`src/rtl/tmr_pkg.sv`:
```
`timescale 1ns/1ps
// Package tmr_pkg
// Shared widths and the counter update code for the count/compare timer.
// Assumes: a single clock domain; all users import these constants.
package tmr_pkg;
    localparam int unsigned TMR_CNT_W = 32;
    localparam int unsigned TMR_SEL_W = 3;

    // Action taken on the counter in a given cycle
    typedef enum logic [1:0] {
        CNT_HOLD = 2'd0,
        CNT_LOAD = 2'd1,
        CNT_INC  = 2'd2
    } cnt_op_e;
endpackage

```
`src/rtl/tmr_counter.sv`:
```
`timescale 1ns/1ps
// Module tmr_counter
// Free-running up-counter with load and freeze. Reports when an increment
// takes place and the value the counter is about to take.
// Assumes: a load has priority over an increment; wrap is modulo 2^CNT_W.
module tmr_counter
    import tmr_pkg::*;
#(
    parameter int unsigned     CNT_W   = TMR_CNT_W,
    parameter logic [CNT_W-1:0] RST_VAL = CNT_W'(1)
) (
    input  logic             clk,
    input  logic             rst_n,
    input  logic             tick_i,
    input  logic             halt_i,
    input  logic             wr_i,
    input  logic [CNT_W-1:0] wdata_i,
    output logic [CNT_W-1:0] cnt_o,
    output logic             inc_o,
    output logic [CNT_W-1:0] cnt_inc_o
);
    cnt_op_e          op;
    logic [CNT_W-1:0] cnt_q;

    // Decide this cycle's counter action by priority
    always_comb begin
        if (wr_i)                op = CNT_LOAD;
        else if (tick_i && !halt_i) op = CNT_INC;
        else                     op = CNT_HOLD;
    end

    assign cnt_inc_o = cnt_q + CNT_W'(1);
    assign inc_o     = (op == CNT_INC);

    // Update the counter register
    always_ff @(posedge clk) begin
        if (!rst_n) begin
            cnt_q <= RST_VAL;
        end else begin
            case (op)
                CNT_LOAD: cnt_q <= wdata_i;
                CNT_INC:  cnt_q <= cnt_inc_o;
                default:  cnt_q <= cnt_q;
            endcase
        end
    end

    assign cnt_o = cnt_q;
endmodule

```
`src/rtl/tmr_match.sv`:
```
`timescale 1ns/1ps
// Module tmr_match
// Holds the threshold register, detects an increment that lands on it and
// keeps the raised request and (optionally) the pending flag.
// Assumes: a threshold write in the same cycle as a match wins and clears.
module tmr_match #(
    parameter int unsigned CNT_W = tmr_pkg::TMR_CNT_W,
    parameter bit          REV2  = 1'b1
) (
    input  logic             clk,
    input  logic             rst_n,
    input  logic             inc_i,
    input  logic [CNT_W-1:0] cnt_inc_i,
    input  logic             cmp_wr_i,
    input  logic [CNT_W-1:0] cmp_wdata_i,
    output logic [CNT_W-1:0] cmp_o,
    output logic             raised_o,
    output logic             pend_o
);
    logic [CNT_W-1:0] cmp_q;
    logic             raised_q;
    logic             hit;

    // An increment is about to make the counter equal the threshold
    assign hit = inc_i && (cnt_inc_i == cmp_q);

    // Threshold register, loaded by software writes
    always_ff @(posedge clk) begin
        if (!rst_n)        cmp_q <= '0;
        else if (cmp_wr_i) cmp_q <= cmp_wdata_i;
    end

    // Raised request: set by a hit, cleared by a threshold write
    always_ff @(posedge clk) begin
        if (!rst_n)        raised_q <= 1'b0;
        else if (cmp_wr_i) raised_q <= 1'b0;
        else if (hit)      raised_q <= 1'b1;
    end

    generate
        if (REV2) begin : g_pend
            logic pend_q;
            // Pending flag kept only for the newer revision
            always_ff @(posedge clk) begin
                if (!rst_n)        pend_q <= 1'b0;
                else if (cmp_wr_i) pend_q <= 1'b0;
                else if (hit)      pend_q <= 1'b1;
            end
            assign pend_o = pend_q;
        end else begin : g_no_pend
            assign pend_o = 1'b0;
        end
    endgenerate

    assign cmp_o    = cmp_q;
    assign raised_o = raised_q;
endmodule

```
`src/rtl/tmr_route.sv`:
```
`timescale 1ns/1ps
// Module tmr_route
// Steers the raised request onto one of 2^SEL_W interrupt lines.
// Assumes: the selection is applied combinationally, without a register.
module tmr_route #(
    parameter int unsigned SEL_W = tmr_pkg::TMR_SEL_W,
    localparam int unsigned NLINES = 1 << SEL_W
) (
    input  logic              raised_i,
    input  logic [SEL_W-1:0]  sel_i,
    output logic [NLINES-1:0] irq_o
);
    genvar k;
    generate
        for (k = 0; k < NLINES; k++) begin : g_line
            // Drive line k when it is the selected one
            assign irq_o[k] = raised_i && (sel_i == SEL_W'(k));
        end
    endgenerate
endmodule

```
`src/rtl/cp_timer.sv`:
```
`timescale 1ns/1ps
// Module cp_timer
// Count/compare timer: counter, threshold match and interrupt line routing.
// Assumes: tick_i is a one-cycle enable in the clk domain; software writes
// arrive as single-cycle strobes.
module cp_timer
    import tmr_pkg::*;
#(
    parameter int unsigned CNT_W = TMR_CNT_W,
    parameter int unsigned SEL_W = TMR_SEL_W,
    parameter bit          REV2  = 1'b1,
    localparam int unsigned NLINES = 1 << SEL_W
) (
    input  logic              clk,
    input  logic              rst_n,
    input  logic              tick_i,
    input  logic              halt_i,
    input  logic              cnt_wr_i,
    input  logic [CNT_W-1:0]  cnt_wdata_i,
    input  logic              cmp_wr_i,
    input  logic [CNT_W-1:0]  cmp_wdata_i,
    input  logic [SEL_W-1:0]  line_sel_i,
    output logic [CNT_W-1:0]  cnt_o,
    output logic [NLINES-1:0] irq_o,
    output logic              pend_o
);
    logic             inc;
    logic [CNT_W-1:0] cnt_inc;
    logic [CNT_W-1:0] cmp_val;
    logic             raised;

    tmr_counter #(.CNT_W(CNT_W), .RST_VAL(CNT_W'(1))) u_cnt (
        .clk       (clk),
        .rst_n     (rst_n),
        .tick_i    (tick_i),
        .halt_i    (halt_i),
        .wr_i      (cnt_wr_i),
        .wdata_i   (cnt_wdata_i),
        .cnt_o     (cnt_o),
        .inc_o     (inc),
        .cnt_inc_o (cnt_inc)
    );

    tmr_match #(.CNT_W(CNT_W), .REV2(REV2)) u_match (
        .clk         (clk),
        .rst_n       (rst_n),
        .inc_i       (inc),
        .cnt_inc_i   (cnt_inc),
        .cmp_wr_i    (cmp_wr_i),
        .cmp_wdata_i (cmp_wdata_i),
        .cmp_o       (cmp_val),
        .raised_o    (raised),
        .pend_o      (pend_o)
    );

    tmr_route #(.SEL_W(SEL_W)) u_route (
        .raised_i (raised),
        .sel_i    (line_sel_i),
        .irq_o    (irq_o)
    );
endmodule

```
`config.mk`:
```
export PLATFORM = sky130hd
export DESIGN_NAME = cp_timer
export DESIGN_NICKNAME = d
export VERILOG_FILES = /design/src/rtl/tmr_pkg.sv /design/src/rtl/tmr_counter.sv /design/src/rtl/tmr_match.sv /design/src/rtl/tmr_route.sv /design/src/rtl/cp_timer.sv
export SDC_FILE = /design/constraint.sdc
export NUM_CORES = 1
export LEC_CHECK = 0
export BUFFER_PORTS_ARGS = -buffer_cell sky130_fd_sc_hd__buf_2
export CORE_MARGIN = 2
export CORE_UTILIZATION = 54
export DETAILED_ROUTE_END_ITERATION = 8
export PLACE_DENSITY = 0.87
export SETUP_SLACK_MARGIN = 0.1
export SLEW_MARGIN = 20
export SYNTH_ARGS = -nofsm -noshare
export SYNTH_HDL_FRONTEND = slang
export SYNTH_SLANG_ARGS = --single-unit
```
`constraint.sdc`:
```
create_clock -name clk -period 2.95 [get_ports clk]
set_clock_uncertainty 0.05 [all_clocks]
set_input_delay 0.7375 -clock clk [delete_from_list [all_inputs] [get_ports clk]]
set_output_delay 0.7375 -clock clk [all_outputs]
set_load 0.005 [all_outputs]
```
==> flow_metrics.py <==
metrics = {
    "status": {
        "outcome": "complete, no violations",
    },
    "die": {
        "dieArea_mm2": 0.00865,
        "die_h_um": 93.0,
        "io_pins": 114,
        "initial_core_util": 0.556,
        "rows": 32,
        "core-area_mm2": 0.00769,
        "die_w_um": 93.0,
    },
    "detailed_routing": {
        "postRouteAntennaNets": 0,
        "drt_iter0_markers": 188,
        "vias_per_cell": 5.55,
        "drcViolationCount": 0,
        "routedWlPerCell_um": 15.9,
        "dr_total_vias": 3988,
        "dr.pass1.iters": 5,
        "wl_mm": 11.4,
    },
    "power": {
        "p_leak_nw": 2.20,
        "p_per_area_mw_per_mm2": 441,
        "p_sw_frac": 0.282,
        "p_switching_uw": 628,
        "internal-power_mw": 1.60,
        "combPwrFrac": 0.169,
        "worst_ir_drop_vdd_mv": 0.270,
        "seqPwrFrac": 0.450,
        "power.total_mw": 2.23,
        "clockPowerShare": 0.381,
    },
    "logic_synthesis": {
        "yosysSeqAreaShare": 0.304,
        "synth_nets": 584,
        "synthArstFlopShare": 0,
        "synth_cells": 510,
        "yosysWarnings": 0,
        "ys_ff_latch": 65,
        "synth_edf_count": 0,
        "yosysTopAreaCellShare": 0.304,
        "synth.area.top_cells": "dfxtp_1 30%, xnor2_1 8.2%, mux2i_1 8.0%",
        "yosysTopAreaCell": "dfxtp_1",
        "ys.flop_type": "dfxtp_1",
        "syn_avg_cell_area_um2": 8.38,
        "synth_area_mm2": 0.00428,
        "synth_cell_types": 57,
    },
    "cells_and_area": {
        "area_growth_syn_to_layout_pct": 18.0,
        "mostFrequentLayoutCells": "113 x buf_2, 65 x dfxtp_1, 54 x nand2_1",
        "nets": 685,
        "diodes": 0,
        "layout_commonest_cell": "buf_2",
        "drive_above_1_share": 0.258,
    },
    "setup_path": {
        "critPathMaxStageDelay_ns": 0.61,
        "end_kind": "register",
        "crit_top_cell": "nor3_1",
        "critPathMaxFanout": 7,
        "critPathBufInv": 0,
        "cp.required_ns": 3.19,
        "worstPathArrival_ns": 2.92,
        "crit_family": "simple AND/OR/NAND/NOR gates",
        "crit_chain": "ha_1 -> nand3_1 -> or4_4 -> nor3_1 -> nor3_1 -> nor4_1 -> nand4_1 -> nand2_1",
        "critPathKind": "register to register",
        "start_kind": "register",
        "cp_slowest_cell": "or4_4",
    },
    "timing": {
        "relSlewSlack": 0.612,
        "max_freq_ghz": 0.374,
        "fin_crit_ns": 2.67,
        "whs_ns": 0.457,
        "period_share": 0.907,
        "max_slew.worst_pin.slew_ns": 0.582,
        "setup_viol": 0,
        "layout_setup_ws_ns": 0.275,
        "rsz0062_at_grt": "no",
        "fin_tns_setup_ns": 0,
        "finalHoldViolCount": 0,
        "maxSlewViolCount": 0,
    },
    "clocking": {
        "holdBufCountCts": 0,
        "ctsLongestPathBuffers": 2,
        "cts-root-buf": "clkbuf_8",
        "cts_resized": 0,
        "clk_pin_slew_ns": 0.08,
        "cts_buffers": 9,
        "cts_setup_buffers": 0,
        "clk_latency_ns": 0.35,
        "clock-sinks": 65,
        "tritoncts": "yes",
        "htreeDepth": 3,
    },
    "place": {
        "place_ws_ns": 0.365,
        "io_buffers": 113,
        "gp_congestion": 0.904,
        "hpwl_mm": 8.53,
    },
    "worst_hold_path": {
        "hold_path_class": "register to register",
    },
    "global_routing": {
        "grt_use_total": 0.269,
        "grt_pass1_wl_mm": 18.5,
        "grt_remaining_overflow": 0,
        "antenna_found_initial": 0,
        "grt_max_degree": 66,
        "grt_pass1_vias": 3861,
    },
    "flow_run": {
        "maxCapViolations": 0,
    },
}
flip-flops by register name, indices dropped and copies added, names as in the netlist:
name and cells:
u_cnt.cnt_o 32, u_match.raised_o 1, u_match.cmp_o 32
path summary, 6_finish.rpt:
| check | startpoint | endpoint | slack, ns | cells after the start |
|---|---|---|---|---|
| setup / recovery | u_cnt.cnt_o[0]$_SDFFE_PN1P_ | u_match.raised_o$_SDFFE_PP0P_ | 0.28 | 8 |
| hold / removal | u_match.raised_o$_SDFFE_PP0P_ | u_match.raised_o$_SDFFE_PP0P_ | 0.46 | 2 |
| setup reg to reg | u_cnt.cnt_o[0]$_SDFFE_PN1P_ | u_match.raised_o$_SDFFE_PP0P_ | 0.28 | 8 |
| hold reg to reg | u_match.raised_o$_SDFFE_PP0P_ | u_match.raised_o$_SDFFE_PP0P_ | 0.46 | 2 |
power groups by stage:
stage / clock network (mW) / registers, mW / logic [mW]
final: 0.849 / 1.00 / 0.377
after global routing: 0.889 / 1.01 / 0.418
after CTS: 0.857 / 1.00 / 0.377
after detailed placement: 0 / 1.02 / 0.374
after global placement: 0 / 1.02 / 0.366
after floorplan: 0 / 0.991 / 0.274
synth_stat cells, types with 11 or more instances:
cell type  count
dfxtp_1       65
nand2_1       54
xnor2_1       40
nor2b_1       35
mux2i_1       34
o21ai_0       33
xor2_1        33
and2_1        30
nor2_1        24
nand4_1       19
nand3_1       18
clkbuf_1      16
nand2b_1      11
nor3_1        11
layer usage:
metal	part of all wire	GRT usage	up-vias
li1	-	-	1960
met1	0.44	0.345	1881
met2	0.49	0.473	132
met3	0.056	0.0363	15
met4	0.013	0.0723	0
met5	0	0	-
layout make-up:
cell class	count	area, um2
clock inverters	7	95.1
multi-input cells	406	2720
well taps	102	128
inverters	3	11.3
repair buffers	126	663
flip-flops and latches	65	1300
clock buffers	9	124
fillers	677	2640
through the flow:
step,utilization,instances,area (um2)
finish,0.656,718,5050
global route,0.656,718,5050
CTS,0.656,718,5050
detailed placement,0.628,702,4830
global placement,0.628,702,4830
floorplan,-,510,4280
tightest hold or removal path: cells and delay by family, from the launching register on:
family	cells	cell delay, ns
flops	1	0.34
simple gates	2	0.13
logic make-up (layout without fill, tap and decap cells):
family | after synthesis | in the layout | share of synthesized area
adders and majority gates | 2 | 2 | 0.00527
and+or+nand+nor | 237 | 237 | 0.314
muxes | 36 | 36 | 0.0849
buffers and inverters | 39 | 145 | 0.0585
AOI/OAI and AO/OA | 58 | 58 | 0.0834
xor gates and xnor gates | 73 | 73 | 0.150
DFF | 65 | 65 | 0.304
Power figures use the tool's default switching activity.
